$ cat src/rtl/incbus_pkg.sv
package incbus_pkg;
  parameter int unsigned DefWidth = 32;

  function automatic int unsigned prefix_levels(int unsigned n);
    return (n <= 1) ? 0 : $clog2(n);
  endfunction
endpackage

$ cat src/rtl/incbus_prefix_xor.sv
// Kogge-Stone inclusive prefix XOR: par_o[i] = x_i[0] ^ ... ^ x_i[i]
module incbus_prefix_xor #(
  parameter int unsigned N = incbus_pkg::DefWidth
) (
  input  logic [N-1:0] x_i,
  output logic [N-1:0] par_o
);
  localparam int unsigned Levels = incbus_pkg::prefix_levels(N);

  logic [N-1:0] stg [0:Levels];

  assign stg[0] = x_i;

  for (genvar l = 0; l < int'(Levels); l++) begin : g_lvl
    localparam int Dist = 1 << l;
    for (genvar i = 0; i < int'(N); i++) begin : g_bit
      if (i >= Dist) begin : g_comb
        assign stg[l+1][i] = stg[l][i] ^ stg[l][i-Dist];
      end else begin : g_pass
        assign stg[l+1][i] = stg[l][i];
      end
    end
  end

  assign par_o = stg[Levels];
endmodule

$ cat src/rtl/incbus_enc.sv
module incbus_enc #(
  parameter int unsigned N         = incbus_pkg::DefWidth,
  parameter bit          REF_LEVEL = 1'b0
) (
  input  logic         clk_i,
  input  logic         rst_ni,
  input  logic [N-1:0] data_i,
  input  logic         valid_i,
  output logic [N:0]   wires_o,
  output logic         valid_o
);
  localparam logic [N:0] RstWires = {(N+1){REF_LEVEL}};

  logic [N-1:0] par;
  logic [N:0]   wires_d, wires_q;
  logic         vld_q;

  incbus_prefix_xor #(.N(N)) u_pfx (
    .x_i  (data_i),
    .par_o(par)
  );

  assign wires_d = {par ^ {N{REF_LEVEL}}, REF_LEVEL};

  always_ff @(posedge clk_i or negedge rst_ni) begin
    if (!rst_ni) begin
      wires_q <= RstWires;
      vld_q   <= 1'b0;
    end else begin
      vld_q <= valid_i;
      if (valid_i) wires_q <= wires_d;
    end
  end

  assign wires_o = wires_q;
  assign valid_o = vld_q;
endmodule

$ cat src/rtl/incbus_dec.sv
module incbus_dec #(
  parameter int unsigned N         = incbus_pkg::DefWidth,
  parameter bit          REF_LEVEL = 1'b0
) (
  input  logic         clk_i,
  input  logic         rst_ni,
  input  logic [N:0]   lvl_i,
  input  logic         valid_i,
  output logic [N-1:0] data_o,
  output logic         valid_o,
  output logic         ref_err_o
);
  logic [N-1:0] data_d, data_q;
  logic         vld_q, err_q;

  // adjacent-lane difference modulo 2
  assign data_d = lvl_i[N:1] ^ lvl_i[N-1:0];

  always_ff @(posedge clk_i or negedge rst_ni) begin
    if (!rst_ni) begin
      data_q <= '0;
      vld_q  <= 1'b0;
      err_q  <= 1'b0;
    end else begin
      vld_q <= valid_i;
      err_q <= valid_i && (lvl_i[0] != REF_LEVEL);
      if (valid_i) data_q <= data_d;
    end
  end

  assign data_o    = data_q;
  assign valid_o   = vld_q;
  assign ref_err_o = err_q;
endmodule

$ cat src/rtl/incbus_precoder.sv
module incbus_precoder #(
  parameter int unsigned N         = incbus_pkg::DefWidth,
  parameter bit          REF_LEVEL = 1'b0
) (
  input  logic         clk_i,
  input  logic         rst_ni,
  input  logic [N-1:0] data_i,
  input  logic         data_valid_i,
  output logic [N:0]   wires_o,
  output logic         wires_valid_o,
  input  logic [N:0]   sliced_i,
  input  logic         sliced_valid_i,
  output logic [N-1:0] data_o,
  output logic         data_valid_o,
  output logic         ref_err_o
);
  incbus_enc #(.N(N), .REF_LEVEL(REF_LEVEL)) u_enc (
    .clk_i  (clk_i),
    .rst_ni (rst_ni),
    .data_i (data_i),
    .valid_i(data_valid_i),
    .wires_o(wires_o),
    .valid_o(wires_valid_o)
  );

  incbus_dec #(.N(N), .REF_LEVEL(REF_LEVEL)) u_dec (
    .clk_i    (clk_i),
    .rst_ni   (rst_ni),
    .lvl_i    (sliced_i),
    .valid_i  (sliced_valid_i),
    .data_o   (data_o),
    .valid_o  (data_valid_o),
    .ref_err_o(ref_err_o)
  );
endmodule

$ cat config.mk
export PLATFORM = sky130hd
export DESIGN_NAME = incbus_precoder
export DESIGN_NICKNAME = d
export VERILOG_FILES = /design/src/rtl/incbus_pkg.sv /design/src/rtl/incbus_prefix_xor.sv /design/src/rtl/incbus_enc.sv /design/src/rtl/incbus_dec.sv /design/src/rtl/incbus_precoder.sv
export SDC_FILE = /design/constraint.sdc
export NUM_CORES = 1
export LEC_CHECK = 0
export BUFFER_PORTS_ARGS = -buffer_cell sky130_fd_sc_hd__buf_2
export CAP_MARGIN = 15
export CORE_MARGIN = 1.5
export CORE_UTILIZATION = 50
export DETAILED_ROUTE_END_ITERATION = 10
export PLACE_DENSITY_LB_ADDON = 0.1
export SYNTH_ARGS = -nofsm -noshare
export SYNTH_HDL_FRONTEND = slang
export SYNTH_HIERARCHICAL = 1
export SYNTH_SLANG_ARGS = --single-unit
$ cat constraint.sdc
create_clock -name clk_i -period 0.8 [get_ports clk_i]
set_input_delay 0.16 -clock clk_i [delete_from_list [all_inputs] [get_ports clk_i]]
set_output_delay 0.16 -clock clk_i [all_outputs]
set_load 0.03 [all_outputs]
==> flow_summary.ini <==
[worst_setup_path]
reg2reg_depth = 3
crit_fanout = 5
ff2ff_setup_slack_ns = -0.25
cp.arrival_ns = 2.08
rr_endpoint = u_enc/wires_o[15]$_DFFE_PN0P_
r2r_start = u_enc/wires_o[15]$_DFFE_PN0P_
path_class = input port to flop
critPathCaptureType = flop
start_kind = input port
critical_path_required_ns = 1.03

[clock_tree]
clkTransAtPathRegs_ns = 0.07
clk_path_buf_depth = 2
cts.sinks = 67
cts_made_buffers = 9
cts_tree = yes
worstSkewPairLatency_ns = 0.33
cts_max_level = 3
cts-root-buf = clkbuf_8

[grt]
gr-total-overflow = 0
first_global_vias = 2998
antenna_found_initial = 0
grt_pass1_wl_um = 14600
grt_max_degree = 38
grt_use_total_pct = 22.8

[route]
drt_iter0_markers = 110
drc = 0
avgViaCountPerCell = 4.69
wl_met1_um = 3880
wl_per_cell_um = 16.2
drt_wl_total_um = 9750
dr_total_vias = 2826
drtPass1Iterations = 4
drt.antenna.violating_nets = 0
wl_met2_um = 5200
highest_layer = met4
wl_met3_um = 462

[yosys]
synth_seq_area_share_pct = 43.9
synthCells = 277
syn_avg_cell_area_um2 = 13.8
ys_seq_elements = 67
ys.warnings.count = 6
synth_cell_types = 23
synth_area_um2 = 3820
synth_nets = 346

[sta]
rsz0062_at_grt = true
period_share_pct = 232
fin_hold_ws_ns = 0.0847
final_hold_viol_count = 0
setup_slack_ns = -1.05
timing.fmax_ghz = 0.540
slew_viol_final = 0
setup_violations = 98
finalCriticalPeriod_ns = 1.85
finClkSkew_ns = 0

[power]
p_int_uw = 13400
pwr-share-clk_pct = 16.0
cellPowerDensity_nw_per_um2 = 3320
irDropWorstVdd_mv = 1.23
p_leak_uw = 0.00302
p_sw_share_pct = 34.9
seq_power_share_pct = 24.8
pwr-share-comb_pct = 59.1
power.switching_uw = 7220

[run_status]
outcome = finished with violations
failed_checks = setup timing

[final_layout]
fillers = 391
final_layout_size_suffix_gt1_share_pct = 65.0
syn_to_final_growth_pct = 63.1
final_core_util_pct = 84.9
n_antenna_cell = 0
nNetsFinal = 567

[job]
maxCapViolations = 0

[hold_path]
hp-start = sliced_i[0]
min_path_type = input port to flop
worstHoldEndpoint = u_dec/ref_err_o$_DFF_PN0_
holdPathStages = 2

[floorplanning]
die_area_um2 = 8170
pin_count = 137
row_count = 31
core_um2 = 7330
die_width_um = 90.4
dieHeight_um = 90.4
start_util_pct = 52.1

[placement]
io_buffers = 135
hpwl_um = 5580
gp_congestion = 0.796
-- stage by stage --
stage | power (uW) | area, um^2 | setup WS, ns | std cells | setup TNS, ns
floorplan | 11500 | 3890 | -1.20 | 277 | -28.54
global placement | 13500 | 4900 | -1.33 | 538 | -33.66
detailed placement | 13700 | 4900 | -1.33 | 538 | -34.05
CTS | 19600 | 5930 | -0.956 | 588 | -39.36
global route | 21500 | 6230 | -1.06 | 602 | -42.83
finish | 20700 | 6230 | -1.05 | 602 | -40.20
-- flip-flops by register name, summed over array words and instances, names as in the netlist --
register	cells
u_dec/data_o	32
u_enc/wires_o	32
u_dec/ref_err_o	1
u_dec/valid_o	1
u_enc/valid_o	1
-- how the worst max path moves through the flow --
| stage | from | end | slack, ns |
|---|---|---|---|
| 6_report | data_i[21] | u_enc/wires_o[26]$_DFFE_PN0P_ | -1.05 |
| 5_1_grt | data_i[21] | u_enc/wires_o[26]$_DFFE_PN0P_ | -1.06 |
| 4_1_cts | data_i[8] | u_enc/wires_o[18]$_DFFE_PN0P_ | -0.96 |
| 3_5_place_dp | data_i[14] | u_enc/wires_o[26]$_DFFE_PN0P_ | -1.33 |
| 3_3_place_gp | data_i[14] | u_enc/wires_o[26]$_DFFE_PN0P_ | -1.33 |
| 2_1_floorplan | data_i[12] | u_enc/wires_o[18]$_DFFE_PN0P_ | -1.20 |
-- power by group through the flow --
stage / Combinational (uW) / Clock [uW] / Sequential, uW
after global placement: 8600 / 0 / 4920
after global routing: 12800 / 3520 / 5230
after CTS: 11100 / 3390 / 5060
after detailed placement: 8740 / 0 / 4950
after floorplan: 4690 / 0 / 6800
final: 12200 / 3310 / 5130
-- logic make-up after synthesis --
group / synth area share [%]
xor gates and xnor gates: 29.6
DFF: 43.9
and+or+nand+nor: 3.31
AOI/OAI and AO/OA: 5.97
muxes: 12.4
buffers and inverters: 4.75
other: 0.0982
-- layout make-up --
cell class	count	area (um^2)	area share, %
Multi-Input combinational cell	192	2170	34.9
Timing Repair Buffer	225	2000	32.1
Sequential cell	67	1680	27.0
Clock buffer	13	169	2.71
Tap cell	99	124	1.99
Clock inverter	3	68.8	1.11
Inverter	3	13.8	0.221
-- cells in the final DEF, fill, tap and decap left out, types with 2 or more instances in the layout --
| master | n |
|---|---|
| nor2_4 | 4 |
| xor2_1 | 11 |
| nor2_1 | 24 |
| a21oi_2 | 19 |
| xnor2_4 | 4 |
| xnor3_4 | 3 |
| clkbuf_8 | 12 |
| xnor2_1 | 49 |
| nor2_2 | 4 |
| dfrtp_1 | 65 |
| buf_6 | 93 |
| buf_2 | 55 |
| xor3_2 | 2 |
| buf_12 | 7 |
| xor2_4 | 3 |
| xnor3_1 | 9 |
| inv_2 | 2 |
| xnor3_2 | 3 |
| buf_4 | 68 |
| dfrtp_2 | 2 |
| a21oi_1 | 13 |
| xnor2_2 | 6 |
| mux2_4 | 32 |
| bufinv_16 | 2 |
| xor2_2 | 3 |
-- critical path: stages --
cell	delay, ns
buf_6	0.10
xnor2_2	0.17
xnor3_1	0.47
xnor3_2	0.45
buf_6	0.16
xnor3_1	0.32
mux2_4	0.26
-- synthesized netlist by cell type --
| cell type | number | share of area, % |
|---|---|---|
| dfrtp_1 | 67 | 44 |
| xnor2_1 | 57 | 13 |
| nor2_1 | 32 | 3.1 |
| mux2_4 | 30 | 12 |
| a21oi_2 | 18 | 4.1 |
| xor2_1 | 15 | 3.4 |
| a21oi_1 | 14 | 1.8 |
| xnor3_1 | 12 | 7.1 |
| buf_6 | 6 | 1.8 |
| buf_4 | 4 | 0.79 |
| buf_12 | 3 | 1.6 |
| xnor3_4 | 3 | 2.1 |
| buf_2 | 2 | 0.26 |
| inv_1 | 2 | 0.20 |
| mux2_2 | 2 | 0.59 |
| xnor2_2 | 2 | 0.85 |
| xor3_1 | 2 | 1.2 |
| and2_1 | 1 | 0.16 |
| conb_1 | 1 | 0.098 |
| inv_4 | 1 | 0.16 |
| xor2_2 | 1 | 0.43 |
| xor2_4 | 1 | 0.72 |
| xor3_2 | 1 | 0.66 |
-- what timing repair did --
item                                    4_1_cts  5_1_grt
endpoints found under the hold margin        67        0
hold buffers                                  1        0
buffers inserted                             33       19
endpoints found under the setup margin       97      103
cloned                                        1        0
pin swaps                                     4       14
gates resized for setup                     157       40
-- routing by layer --
metal	vias to the layer above	track usage, %
li1	1345	-
met1	1366	27.9
met2	97	40.2
met3	18	5.05
met4	0	6.88
met5	-	0
Note: power is estimated with default switching activity, not from simulation.
